===== src/rtl/sclgen_pkg.sv =====
package sclgen_pkg;

    typedef enum logic [1:0] {
        ST_IDLE  = 2'd0,
        ST_SETUP = 2'd1,
        ST_LOW   = 2'd2,
        ST_HIGH  = 2'd3
    } scl_state_e;

endpackage


===== src/rtl/scl_prescaler.sv =====
module scl_prescaler #(
    parameter int PRE_W = 3
) (
    input  logic             clk,
    input  logic             rst_n,
    input  logic             restart,
    input  logic [PRE_W-1:0] div_sel,
    output logic             step_en
);

    logic [PRE_W-1:0] cnt_q;

    always_ff @(posedge clk) begin
        if (!rst_n) begin
            cnt_q <= '0;
        end else if (restart) begin
            cnt_q <= '0;
        end else if (cnt_q == div_sel) begin
            cnt_q <= '0;
        end else begin
            cnt_q <= cnt_q + 1'b1;
        end
    end

    assign step_en = (cnt_q == div_sel) && !restart;

    AST_PRE_WRAP: assert property (@(posedge clk) disable iff (!rst_n)
        step_en |=> (cnt_q == '0));
    AST_PRE_BOUND: assert property (@(posedge clk) disable iff (!rst_n)
        cnt_q <= div_sel);

endmodule


===== src/rtl/scl_phase_calc.sv =====
module scl_phase_calc #(
    parameter int GAP_W    = 6,
    parameter int COMP_W   = 6,
    parameter int BASE_CNT = 20,
    parameter int GAP_STEP = 8,
    parameter int PER_W    = 10
) (
    input  logic [GAP_W-1:0]  gap,
    input  logic [COMP_W-1:0] comp,
    output logic [PER_W-1:0]  low_len,
    output logic [PER_W-1:0]  high_len
);

    logic [PER_W-1:0] period;
    logic [PER_W:0]   period_up;

    always_comb begin
        period    = PER_W'(BASE_CNT) + PER_W'(gap) * PER_W'(GAP_STEP) + PER_W'(comp);
        period_up = {1'b0, period} + 1'b1;
        low_len   = period_up[PER_W:1];
        high_len  = period - low_len;
    end

endmodule


===== src/rtl/scl_timing_fsm.sv =====
module scl_timing_fsm
    import sclgen_pkg::*;
#(
    parameter int PER_W     = 10,
    parameter int SETUP_W   = 4,
    parameter int SETUP_OFS = 2
) (
    input  logic               clk,
    input  logic               rst_n,
    input  logic               step_en,
    input  logic               go,
    input  logic               halt,
    input  logic               cfg_wr,
    input  logic [PER_W-1:0]   low_len,
    input  logic [PER_W-1:0]   high_len,
    input  logic [SETUP_W-1:0] setup_sel,
    output logic               scl_hi,
    output logic               scl_rise,
    output logic               scl_fall,
    output logic               first_edge
);

    scl_state_e       state_q, state_d;
    logic [PER_W-1:0] ph_q, ph_d;
    logic             rise_d, fall_d, first_d;
    logic [PER_W-1:0] setup_len;
    logic [PER_W:0]   ph_next;

    assign setup_len = PER_W'(setup_sel) + PER_W'(SETUP_OFS);
    assign ph_next   = {1'b0, ph_q} + 1'b1;

    always_comb begin
        state_d = state_q;
        ph_d    = ph_q;
        rise_d  = 1'b0;
        fall_d  = 1'b0;
        first_d = 1'b0;
        if (halt) begin
            state_d = ST_IDLE;
            ph_d    = '0;
        end else if (go) begin
            state_d = ST_SETUP;
            ph_d    = '0;
        end else if (cfg_wr && state_q != ST_IDLE) begin
            state_d = ST_LOW;
            ph_d    = '0;
        end else if (step_en) begin
            unique case (state_q)
                ST_IDLE: begin
                    ph_d = '0;
                end
                ST_SETUP: begin
                    if (ph_next >= {1'b0, setup_len}) begin
                        state_d = ST_LOW;
                        ph_d    = '0;
                        fall_d  = 1'b1;
                        first_d = 1'b1;
                    end else begin
                        ph_d = ph_next[PER_W-1:0];
                    end
                end
                ST_LOW: begin
                    if (ph_next >= {1'b0, low_len}) begin
                        state_d = ST_HIGH;
                        ph_d    = '0;
                        rise_d  = 1'b1;
                    end else begin
                        ph_d = ph_next[PER_W-1:0];
                    end
                end
                ST_HIGH: begin
                    if (ph_next >= {1'b0, high_len}) begin
                        state_d = ST_LOW;
                        ph_d    = '0;
                        fall_d  = 1'b1;
                    end else begin
                        ph_d = ph_next[PER_W-1:0];
                    end
                end
                default: begin
                    state_d = ST_IDLE;
                    ph_d    = '0;
                end
            endcase
        end
    end

    // state register
    always_ff @(posedge clk) begin
        if (!rst_n) begin
            state_q <= ST_IDLE;
            ph_q    <= '0;
        end else begin
            state_q <= state_d;
            ph_q    <= ph_d;
        end
    end

    // output register
    always_ff @(posedge clk) begin
        if (!rst_n) begin
            scl_rise   <= 1'b0;
            scl_fall   <= 1'b0;
            first_edge <= 1'b0;
        end else begin
            scl_rise   <= rise_d;
            scl_fall   <= fall_d;
            first_edge <= first_d;
        end
    end

    assign scl_hi = (state_q != ST_LOW);

    AST_RISE_ENTERS_HIGH: assert property (@(posedge clk) disable iff (!rst_n)
        scl_rise |-> (state_q == ST_HIGH));
    AST_FALL_ENTERS_LOW: assert property (@(posedge clk) disable iff (!rst_n)
        scl_fall |-> (state_q == ST_LOW));
    AST_FIRST_FROM_SETUP: assert property (@(posedge clk) disable iff (!rst_n)
        first_edge |-> ($past(state_q) == ST_SETUP && scl_fall));
    AST_EDGE_EXCL: assert property (@(posedge clk) disable iff (!rst_n)
        !(scl_rise && scl_fall));
    AST_HALT_IDLE: assert property (@(posedge clk) disable iff (!rst_n)
        halt |=> (state_q == ST_IDLE && !scl_rise && !scl_fall));
    AST_CFG_RESTART: assert property (@(posedge clk) disable iff (!rst_n)
        (cfg_wr && !halt && !go && state_q != ST_IDLE) |=> (state_q == ST_LOW && ph_q == '0));
    AST_IDLE_HOLD: assert property (@(posedge clk) disable iff (!rst_n)
        (state_q == ST_IDLE && !go) |=> (state_q == ST_IDLE && !scl_rise));

endmodule


===== src/rtl/scl_clkgen.sv =====
module scl_clkgen #(
    parameter int PRE_W     = 3,
    parameter int GAP_W     = 6,
    parameter int COMP_W    = 6,
    parameter int SETUP_W   = 4,
    parameter int BASE_CNT  = 20,
    parameter int GAP_STEP  = 8,
    parameter int SETUP_OFS = 2,
    localparam int CFG_W    = PRE_W + GAP_W,
    localparam int MAX_PER  = BASE_CNT + ((1 << GAP_W) - 1) * GAP_STEP + (1 << COMP_W) - 1
                              + (1 << SETUP_W) + SETUP_OFS,
    localparam int PER_W    = $clog2(MAX_PER + 1)
) (
    input  logic               clk,
    input  logic               rst_n,
    input  logic               cfg_wr,
    input  logic [CFG_W-1:0]   cfg_din,
    input  logic [COMP_W-1:0]  comp_cnt,
    input  logic [SETUP_W-1:0] setup_sel,
    input  logic               go,
    input  logic               halt,
    output logic               scl_hi,
    output logic               scl_rise,
    output logic               scl_fall,
    output logic               first_edge
);

    logic [PRE_W-1:0] pre_q;
    logic [GAP_W-1:0] gap_q;
    logic             step_en;
    logic [PER_W-1:0] low_len, high_len;

    always_ff @(posedge clk) begin
        if (!rst_n) begin
            pre_q <= '0;
            gap_q <= '0;
        end else if (cfg_wr) begin
            pre_q <= cfg_din[PRE_W-1:0];
            gap_q <= cfg_din[CFG_W-1:PRE_W];
        end
    end

    scl_prescaler #(.PRE_W(PRE_W)) u_pre (
        .clk     (clk),
        .rst_n   (rst_n),
        .restart (cfg_wr | go),
        .div_sel (pre_q),
        .step_en (step_en)
    );

    scl_phase_calc #(
        .GAP_W    (GAP_W),
        .COMP_W   (COMP_W),
        .BASE_CNT (BASE_CNT),
        .GAP_STEP (GAP_STEP),
        .PER_W    (PER_W)
    ) u_calc (
        .gap      (gap_q),
        .comp     (comp_cnt),
        .low_len  (low_len),
        .high_len (high_len)
    );

    scl_timing_fsm #(
        .PER_W     (PER_W),
        .SETUP_W   (SETUP_W),
        .SETUP_OFS (SETUP_OFS)
    ) u_fsm (
        .clk        (clk),
        .rst_n      (rst_n),
        .step_en    (step_en),
        .go         (go),
        .halt       (halt),
        .cfg_wr     (cfg_wr),
        .low_len    (low_len),
        .high_len   (high_len),
        .setup_sel  (setup_sel),
        .scl_hi     (scl_hi),
        .scl_rise   (scl_rise),
        .scl_fall   (scl_fall),
        .first_edge (first_edge)
    );

endmodule


===== config.mk =====
export PLATFORM = sky130hd
export DESIGN_NAME = scl_clkgen
export DESIGN_NICKNAME = d
export VERILOG_FILES = /design/src/rtl/sclgen_pkg.sv /design/src/rtl/scl_prescaler.sv /design/src/rtl/scl_phase_calc.sv /design/src/rtl/scl_timing_fsm.sv /design/src/rtl/scl_clkgen.sv
export SDC_FILE = /design/constraint.sdc
export NUM_CORES = 1
export LEC_CHECK = 0
export ABC_AREA = 1
export BUFFER_PORTS_ARGS = -buffer_cell sky130_fd_sc_hd__buf_2
export CORE_MARGIN = 2
export CORE_UTILIZATION = 40
export DETAILED_ROUTE_END_ITERATION = 10
export PLACE_DENSITY = 0.69
export SETUP_SLACK_MARGIN = 0.5
export SLEW_MARGIN = 20
export SYNTH_ARGS = -nofsm -noshare
export SYNTH_HDL_FRONTEND = slang
export SYNTH_SLANG_ARGS = --single-unit

===== constraint.sdc =====
create_clock -name clk -period 4.9 [get_ports clk]
set_clock_uncertainty 0.05 [all_clocks]
set_input_delay 0.245 -clock clk [delete_from_list [all_inputs] [get_ports clk]]
set_output_delay 0.245 -clock clk [all_outputs]
set_load 0.005 [all_outputs]

## Word-level counts from Yosys, hierarchy flattened

Index checks and enable logic that the tools add are counted.
Widths: inputs -> output; s select.

| cells by class | value |
|---|---|
| muxes and demuxes | 15 |
| equal/unequal tests | 11 |
| bitwise gates (word level) | 5 |
| multipliers | 0 |
| shifts and indexed selects | 0 |
| $add $sub $neg | 7 |
| divide/modulo/power cells | 0 |
| reduce and logical (&&, ||, !) cells | 18 |
| $lt $le $gt $ge | 3 |

Operators with widths:

| operator | number |
|---|---|
| $pmux 10 s4 | 1 |
| $ge 11x10->1 | 3 |
| $mux 10 | 3 |
| $add 10x1->11 const B | 2 |
| $ne 4x2->1 const B | 3 |
| $reduce_or 6->1 | 2 |
| $add 10x6->10 | 1 |
| $add 5x9->10 const A | 1 |
| $mux 2 | 5 |
| $reduce_and 5->1 | 2 |
| $sub 10x10->10 | 1 |
| $ne 3x1->1 const B | 3 |
| $pmux 2 s3 | 1 |
| $reduce_or 3->1 | 2 |
| $add 4x2->5 const B | 1 |
| $reduce_bool 5->1 | 1 |
| $reduce_or 5->1 | 1 |
| $eq 2x2->1 const B | 2 |
| $mux 1 | 4 |
| $not 1->1 | 4 |
| $reduce_bool 2->1 | 2 |
| $reduce_bool 4->1 | 1 |
| $reduce_or 4->1 | 1 |
| $add 3x1->3 const B | 1 |
| 10 further kinds | 11 |

| storage, ports and cells | value |
|---|---|
| register bits after elaboration | 27 |
| logic and storage cells | 68 |
| bits of input ports | 24 |
| memories | 0 |
| output and inout port bits | 4 |
| RAM bits | 0 |
| memory bits (read-only) | 0 |
| bits in latches | 0 |

## Logic depth before layout (Yosys ltp)

Gate-level depths: netlist of the first run.

| depth | value |
|---|---|
| depth after elaboration | 10 |
| gate-level depth with buffers | 30 |

## By module

Synthesis of the first run repeated with hierarchy kept, for this count alone.

| second synthesis, totals | value |
|---|---|
| cell total of the unflattened synthesis | 499 |
| area total of the unflattened synthesis | 3134.3 um^2 |

By module, submodules not included:

| module | cells an instance | sequential area each (um^2) | instances | area an instance (um^2) |
|---|---|---|---|---|
| scl_timing_fsm | 264 | 300.3 | 1 | 1631.6 |
| scl_phase_calc | 152 | 0.0 | 1 | 937.1 |
| scl_clkgen | 58 | 180.2 | 1 | 395.4 |
| scl_prescaler | 25 | 60.1 | 1 | 170.2 |

## Worst setup path before layout of the first run

Ideal clock, no wire load.

| path | value |
|---|---|
| path kind | register to register |
| start | register gap_q[0] |
| end | register u_fsm.state_q[0] |
| buffers on the path | 0 |
| stages on the path, launching flop included | 26 |
| slack | 0.650 ns |
| clock period less this slack | 4.250 ns |
| setup time | 0.066 ns |
| arrival time | 4.134 ns |
| path through | dfxtp_1 -> ha_1 -> ha_1 -> fa_1 -> xor2_1 -> inv_1 -> nor3b_1 -> xor2_1 -> ha_1 -> nand2_1 -> inv_1 -> nand4_1 -> o211ai_1 -> a21o_1 -> a21oi_1 -> xnor2_1 -> ha_1 -> nand2_1 -> inv_1 -> a22oi_1 -> nand3b_1 -> inv_1 -> nand3_1 -> nand4_1 -> nand3_1 -> a21oi_2 |

| between the ends | value |
|---|---|
| longest elaborated chain between the ends | 7 |
| elaborated cells on any way between the ends | 9 |
| classes of those cells | add/sub: 4; order compare: 2; eq/ne: 2; reduce/logical: 1 |

Ends and longest elaborated chain:

| what | RTL line | text |
|---|---|---|
| start, declared | scl_clkgen.sv:29 | `logic [GAP_W-1:0] gap_q;` |
| start signal, assigned | scl_clkgen.sv:39 | `gap_q <= cfg_din[CFG_W-1:PRE_W];` |
| $add 5x9->10 (*) | scl_phase_calc.sv:18 | `period = PER_W'(BASE_CNT) + PER_W'(gap) * PER_W'(GAP_STEP) + PER_W'(comp);` |
| $add 10x6->10 (*) | scl_phase_calc.sv:18 |  |
| $add 10x1->11 | scl_phase_calc.sv:19 | `period_up = {1'b0, period} + 1'b1;` |
| $sub 10x10->10 | scl_phase_calc.sv:21 | `high_len = period - low_len;` |
| $ge 11x10->1 | scl_timing_fsm.sv:72 | `if (ph_next >= {1'b0, high_len}) begin` |
| $ne 4x2->1 (no source line) | n/a |  |
| $reduce_and 5->1 (no source line) (*) | n/a |  |
| end signal, assigned | scl_timing_fsm.sv:94 | `state_q <= state_d;` |
| end, declared | scl_timing_fsm.sv:23 | `scl_state_e state_q, state_d;` |

Every way passes the cells marked *; elsewhere a longest branch is shown, timed or not.
A chain may end at the register's enable or synchronous reset.

## Final worst setup path of the first run

| path | value |
|---|---|
| start | register gap_q[0] |
| end | register u_fsm.state_q[1] |

| between the ends | value |
|---|---|
| longest elaborated chain between the ends | 7 |
| elaborated cells on any way between the ends | 9 |
| classes of those cells | add/sub: 4; order compare: 2; eq/ne: 2; reduce/logical: 1 |

Ends and longest elaborated chain:

| what | RTL line |
|---|---|
| $add 5x9->10 (*) | scl_phase_calc.sv:18 |
| $add 10x6->10 (*) | scl_phase_calc.sv:18 |
| $add 10x1->11 | scl_phase_calc.sv:19 |
| $sub 10x10->10 | scl_phase_calc.sv:21 |
| $ge 11x10->1 | scl_timing_fsm.sv:72 |
| $ne 3x1->1 (no source line) | n/a |
| $reduce_and 5->1 (no source line) (*) | n/a |

Marked as above.

==> run summary, run 1 <==
Status - completed
#FFs+latches synth - 27
Simple logic cell fraction of the synthesized area - 27.3%
Cell row count - 29
Antenna violations before repair - 0
Via density - 5.12
Delay-heaviest family, CP - adder cells
Critical Path Start Type - register
Worst Max-Slew Pin Slew - 0.648 ns
Core footprint - 0.00642 mm^2
Hold path cells - 3
Largest family of logic cells by synthesized area - simple AND/OR/NAND/NOR gates
Min cycle time layout - 4.47 ns
Avg WL per Cell - 13.1 um
Fin area - 0.00333 mm^2
Endpoint class of the critical path - register
DRT Wirelength - 6.69 mm
CP Buf/Inv Count - 5
Flop pwr share - 27.5%
Syn_nets - 457
Placed cell count - 485
Ys Warns - 0
Clock slew at reported path FFs - 0.10 ns
Sw Share - 40.2%
Netlist Area Pre-Place - 0.00268 mm^2
Drt pass-1 iters - 4
Dpl cell area - 0.00289 mm^2
Avg Cell Area, Syn - 6.95 um^2
Sw Pwr - 335 uW
RSZ-0062 raised after global routing - true
1st-iter DRT viols - 111
Worst Path Required - 5.05 ns
VDD IR max - 0.164 mV
Reg2reg setup slack - 0.43 ns
Final Max Slew Viols - 0
Final net count - 505
Routed Antenna Nets - 0
Post-synthesis adder-cell area fraction - 23.0%
Via count - 2606
Non-Filler Instances - 509
CTS hold repair buffers - 0
Slew headroom - 56.7%
Slowest Stage Delay on Critical Path - 0.37 ns
Reg2Reg Capture Point - u_fsm.state_q[1]$_SDFFE_PP0P_
Hold endpoint - pre_q[1]$_SDFFE_PN0P_
Worst R2R Start - gap_q[0]$_SDFFE_PN0P_
Hold Crit Class - primary input to register
Top Ports - 28
Synth unique cells - 31
Layout fillers - 578
Clock power frac - 15.6%
Critical path arrival - 4.61 ns
Root Buffer - clkbuf_8
Hold slack - 0.134 ns
Maximum number of pins on one net before global-route repair - 16
# diodes - 0
Congestion Overflow GR - 0
CP Class - register to register
Footprint of the multi-input gates - 0.00215 mm^2
Power Dens Cells - 250 mW/mm^2
Pleak - 1.63 nW
Final RePlAce weighted congestion - 0.839
CTS Buffer Depth - 2
Tcrit/Tclk final - 91.2%
Proportion of layout cells with a drive suffix above 1 - 23.4%
Synth Area in Compound Gates - 12.1%
Die height - 85.8 um
Slowest cell on the critical path - fa_2
Int Pwr - 497 uW
CTS tree - done
Die X - 85.8 um
Die ar. - 0.00736 mm^2
Detailed placer's ending HPWL - 4.49 mm
CP max FO - 3
Post-synthesis sequential area ratio - 20.2%
Setup TNS after final layout - 0 ns
First-pass GRT wire length - 10.1 mm
Worst-case reg-to-reg path depth - 26
Register area - 543 um^2
Mux cell area share after synthesis - 0%
Mapped Cells - 385
TritonCTS Sinks - 27
Clk_lat worst skew - 0.29 ns
Most frequent CP cell - inv_2
CTS Buf Count - 3
H-tree level count - 1
Tot GR Track Use - 16.7%
Layout area overhead - 24.5%
Setup Viol. Count Final - 0
Final hold violation count - 0
Port Buffers - 27
Hold_sp - cfg_din[1]
Combinational power share - 56.9%
Initial Util - 41.7%
Vias in the first global route - 2431
Fmax achieved - 224 MHz
DRC errors left - 0
Post-synthesis xor/xnor area fraction - 8.84%
Number of max-cap violations - 0
==> per-stage QoR <==
stage          total power, mW  worst slack [ns]  util, %
6_report                 0.832             0.432     51.9
5_1_grt                  0.896             0.202     51.9
2_1_floorplan            0.491             0.650        -
3_3_place_gp             0.548             0.361     45.0
4_1_cts                  0.737             0.515     48.0
3_5_place_dp             0.558             0.135     45.0
==> registers in the layout, summed over array words and instances (netlist names) <==
| name | cells |
|---|---|
| u_fsm.scl_fall | 1 |
| u_fsm.scl_rise | 1 |
| u_fsm.state_q | 2 |
| gap_q | 6 |
| u_fsm.ph_q | 10 |
| pre_q | 3 |
| u_pre.cnt_q | 3 |
| u_fsm.first_edge | 1 |
==> power groups by stage <==
stage          Clock [mW]  Sequential, mW  Combinational [mW]
2_1_floorplan           0           0.233               0.258
3_3_place_gp            0           0.234               0.315
3_5_place_dp            0           0.234               0.325
4_1_cts             0.131           0.229               0.377
5_1_grt             0.144           0.230               0.523
6_report            0.130           0.229               0.473
==> metal layers <==
metal	vias to the layer above	share of wire, %	global-route usage, %
li1	1346	-	-
met1	1211	43	19.7
met2	38	52	31.0
met3	11	2.7	2.60
met4	0	1.8	4.62
met5	-	0	0
==> final cells by class <==
type | count | share of cell area, %
well taps | 77 | 2.89
clock inverters | 1 | 0.150
flip-flops and latches | 27 | 16.3
repair buffers | 46 | 8.34
clock buffers | 3 | 1.24
multi-input cells | 299 | 64.6
inverters | 56 | 6.46
==> Yosys cell counts <==
cell      number  share of area, %
o211ai_1       1              0.28
clkbuf_1       4              0.56
xnor2_1       12               3.9
ha_1          46                22
nor2_4         1              0.42
or2_2          2              0.47
a21oi_1       29               5.4
nand2_1       73                10
a211oi_1       1              0.28
nand3_2        1              0.37
nand2_2        3              0.70
nor2_2         3              0.70
xor2_1        15               4.9
nor3_1         3              0.56
nor2_1        40               5.6
o21ai_1        2              0.37
a21oi_2        1              0.33
conb_1         1              0.14
o21ai_0       14               2.6
a22oi_1        3              0.84
nand3_4        1              0.65
nor3b_1        1              0.28
o21bai_1       1              0.28
fa_1           2               1.5
nand4_1        6               1.4
o21a_1         2              0.56
nand3b_1       3              0.84
dfxtp_1       27                20
nand3_1       27               5.0
a21o_1         4               1.1
inv_1         56               7.9
==> cell usage in the layout, fill, tap and decap left out, types with 11 or more instances in the layout <==
cell / Yosys / routed
nand2_1: 73 / 69
inv_1: 56 / 49
ha_1: 46 / 40
nor2_1: 40 / 39
buf_2: 0 / 27
dfxtp_1: 27 / 25
a21oi_1: 29 / 24
nand3_1: 27 / 23
buf_4: 0 / 19
o21ai_0: 14 / 13
xnor2_1: 12 / 12
xor2_1: 15 / 11
==> repair_timing <==
| item | 4_1_cts | 5_1_grt |
|---|---|---|
| pin swaps | 11 | 21 |
| cloned | 1 | 0 |
| setup endpoints to repair | 13 | 13 |
| buffers inserted | 10 | 9 |
| gates resized for setup | 13 | 38 |
| hold endpoints to repair | 0 | 0 |
==> worst min-delay path, cell delays in order <==
cell    delay (ns)
buf_2         0.07
nor2_1        0.03
nor2_1        0.08
==> cells by family after synthesis <==
group	Yosys count
flip-flops	27
XOR/XNOR	27
AND/OR/NAND/NOR	164
AO/OA/AOI/OAI	58
other	1
adder cells (fa/ha/maj)	48
buffers and inverters	60
==> worst max-delay path by stage <==
stage	startpoint	slack [ns]	to	depth (start not counted)
finish	gap_q[0]$_SDFFE_PN0P_	0.43	u_fsm.state_q[1]$_SDFFE_PP0P_	26
global route	gap_q[1]$_SDFFE_PN0P_	0.20	u_fsm.state_q[1]$_SDFFE_PP0P_	27
CTS	gap_q[0]$_SDFFE_PN0P_	0.51	u_fsm.ph_q[0]$_SDFFE_PP0P_	25
detailed placement	comp_cnt[3]	0.13	u_fsm.ph_q[4]$_SDFFE_PP0P_	26
global placement	comp_cnt[3]	0.36	u_fsm.ph_q[4]$_SDFFE_PP0P_	26
floorplan	gap_q[0]$_SDFFE_PN0P_	0.65	u_fsm.state_q[0]$_SDFFE_PP0P_	25
(Power assumes the default switching activity.)
==> inputs of run 2 (changes only) <==
MAX_ROUTING_LAYER = met4   (was unset)
clock period = 4.7 ns   (was 4.9 ns; I/O delays follow)
==> run summary, run 2 (synthesis gave the netlist of run 1 again) <==
Status - completed
Congestion Overflow GR - 0 (unchanged)
Non-Filler Instances - 510 (+0.20%)
Initial Util - 41.7% (unchanged)
RSZ-0062 raised after global routing - true
Critical Path Start Type - register
Critical path arrival - 4.47 ns (-0.14 ns)
Die height - 85.8 um (unchanged)
Slowest Stage Delay on Critical Path - 0.39 ns (+0.02 ns)
Footprint of the multi-input gates - 0.00211 mm^2 (-1.9%)
CTS Buf Count - 3 (unchanged)
# diodes - 0 (unchanged)
Hold Crit Class - primary input to register
TritonCTS Sinks - 27 (unchanged)
DRT Wirelength - 5.97 mm (-11%)
CP Class - register to register
Commonest non-fill, non-tap cells in the layout - nand2_1 (69), inv_1 (53), ha_1 (43)
Clk_lat worst skew - 0.27 ns (-0.02 ns)
Final Max Slew Viols - 0 (unchanged)
CTS Buffer Depth - 2 (unchanged)
Core footprint - 0.00642 mm^2 (unchanged)
Routed Antenna Nets - 0 (unchanged)
Fmax achieved - 231 MHz (+3.4%)
Via density - 5.03 (-1.7%)
Fin area - 0.00330 mm^2 (-0.86%)
Cell row count - 29 (unchanged)
H-tree level count - 1 (unchanged)
Slew headroom - 57.0% (+0.35 points)
Die X - 85.8 um (unchanged)
Placed cell count - 485 (unchanged)
Leading cell type in the layout, fill and taps excluded - nand2_1
DRC errors left - 0 (unchanged)
Tot GR Track Use - 17.1% (+0.39 points)
Antenna violations before repair - 0 (unchanged)
Setup TNS after final layout - 0 ns (unchanged)
Dpl cell area - 0.00291 mm^2 (+0.43%)
Root Buffer - clkbuf_8
VDD IR max - 0.213 mV (+29%)
Detailed placer's ending HPWL - 4.35 mm (-3.1%)
Drt pass-1 iters - 6 (+2)
Worst Path Required - 4.85 ns (-0.20 ns)
Vias in the first global route - 2449 (+0.74%)
Proportion of layout cells with a drive suffix above 1 - 22.9% (-0.52 points)
Tcrit/Tclk final - 91.9% (+0.74 points)
Register area - 542 um^2 (-0.23%)
Port Buffers - 27 (unchanged)
Layout area overhead - 23.4%
CP Buf/Inv Count - 7 (+2)
Number of max-cap violations - 0 (unchanged)
Hold slack - 0.135 ns (+0.000371 ns)
Number of flip-flops in the largest register - 10 (unchanged)
Die ar. - 0.00736 mm^2 (unchanged)
CTS tree - done
Endpoint class of the critical path - register
Delay-heaviest family, CP - adder cells
Min cycle time layout - 4.32 ns (-0.148 ns)
Worst Max-Slew Pin Slew - 0.642 ns (-0.00526 ns)
Largest regs - u_fsm.ph_q x10, gap_q x6
1st-iter DRT viols - 181 (+63%)
Slowest cell on the critical path - fa_2
Top Ports - 28 (unchanged)
Final hold violation count - 0 (unchanged)
Clock slew at reported path FFs - 0.09 ns (about the same)
Overall Power - 800 uW (-3.9%)
Pleak - 1.62 nW (-0.73%)
Final net count - 506 (+0.20%)
Via count - 2566 (-1.5%)
Avg WL per Cell - 11.7 um (-11%)
Layout fillers - 599 (+3.6%)
CP max FO - 5 (+2)
Power Dens Cells - 242 mW/mm^2 (-3.0%)
Setup Viol. Count Final - 0 (unchanged)
Most flop-heavy register - u_fsm.ph_q
First-pass GRT wire length - 10.2 mm (+1.3%)
Final RePlAce weighted congestion - 0.841 (+0.27%)
Maximum number of pins on one net before global-route repair - 16 (unchanged)
[run 2: changes by cell type in the layout (fill, tap and decap cells not counted), moves of 3 or more]
| cell | before | now |
|---|---|---|
| nand2_2 | 4 | 7 |
| ha_4 | 6 | 3 |
| ha_1 | 40 | 43 |
| nand2_4 | 3 | 0 |
| inv_1 | 49 | 53 |
| buf_6 | 0 | 3 |
[run 2: tightest hold or removal path: stages]
cell,delay (ns)
buf_2,0.07
nor2_1,0.03
nor2_1,0.08
[run 2: what timing repair did]
action,4_1_cts,5_1_grt
resized for setup,22,21
setup buffers,15,5
pin swaps,21,24
gates cloned,1,0
endpoints found under the setup margin,13,13
hold buffers,0,0
[run 2: final timing paths]
kind                            slack, ns  cells past startpoint                 startpoint                         end
worst max-delay path                 0.38                     26      gap_q[0]$_SDFFE_PN0P_  u_fsm.ph_q[3]$_SDFFE_PP0P_
worst min-delay path                 0.13                      3                 cfg_din[5]       gap_q[2]$_SDFFE_PN0P_
worst max register to register       0.38                     26      gap_q[0]$_SDFFE_PN0P_  u_fsm.ph_q[3]$_SDFFE_PP0P_
worst min register to register       0.41                      1  u_pre.cnt_q[0]$_SDFF_PP0_   u_pre.cnt_q[0]$_SDFF_PP0_
[run 2: through the flow]
step | worst slack (ns) | util [%]
after floorplan | 0.509 | -
after global placement | 0.123 | 45.2
after detailed placement | 0.00857 | 45.2
after CTS | 0.449 | 49.5
after global routing | 0.141 | 51.4
final | 0.379 | 51.4
[run 2: power breakdown]
group	internal (mW)	leakage, nW	total, mW	switching (mW)
Combinational	0.200	1.38	0.433	0.232
Clock	0.0593	0.0255	0.129	0.0693
Sequential	0.235	0.220	0.239	0.00382
[run 2: area by class of cell]
class | instances | area share (%)
tap | 77 | 2.92
timing repair buffer | 47 | 8.98
sequential | 27 | 16.4
multi-input combinational | 299 | 63.9
inverter | 56 | 6.36
clock buffer | 3 | 1.25
clock inverter | 1 | 0.152
[run 2: routing by layer]
metal,GRT usage [%],routed length [um],vias up
li1,-,-,1349
met1,19.6,2680,1172
met4,2.60,64,0
met2,31.9,3050,39
met5,-,0,-
met3,2.41,177,6
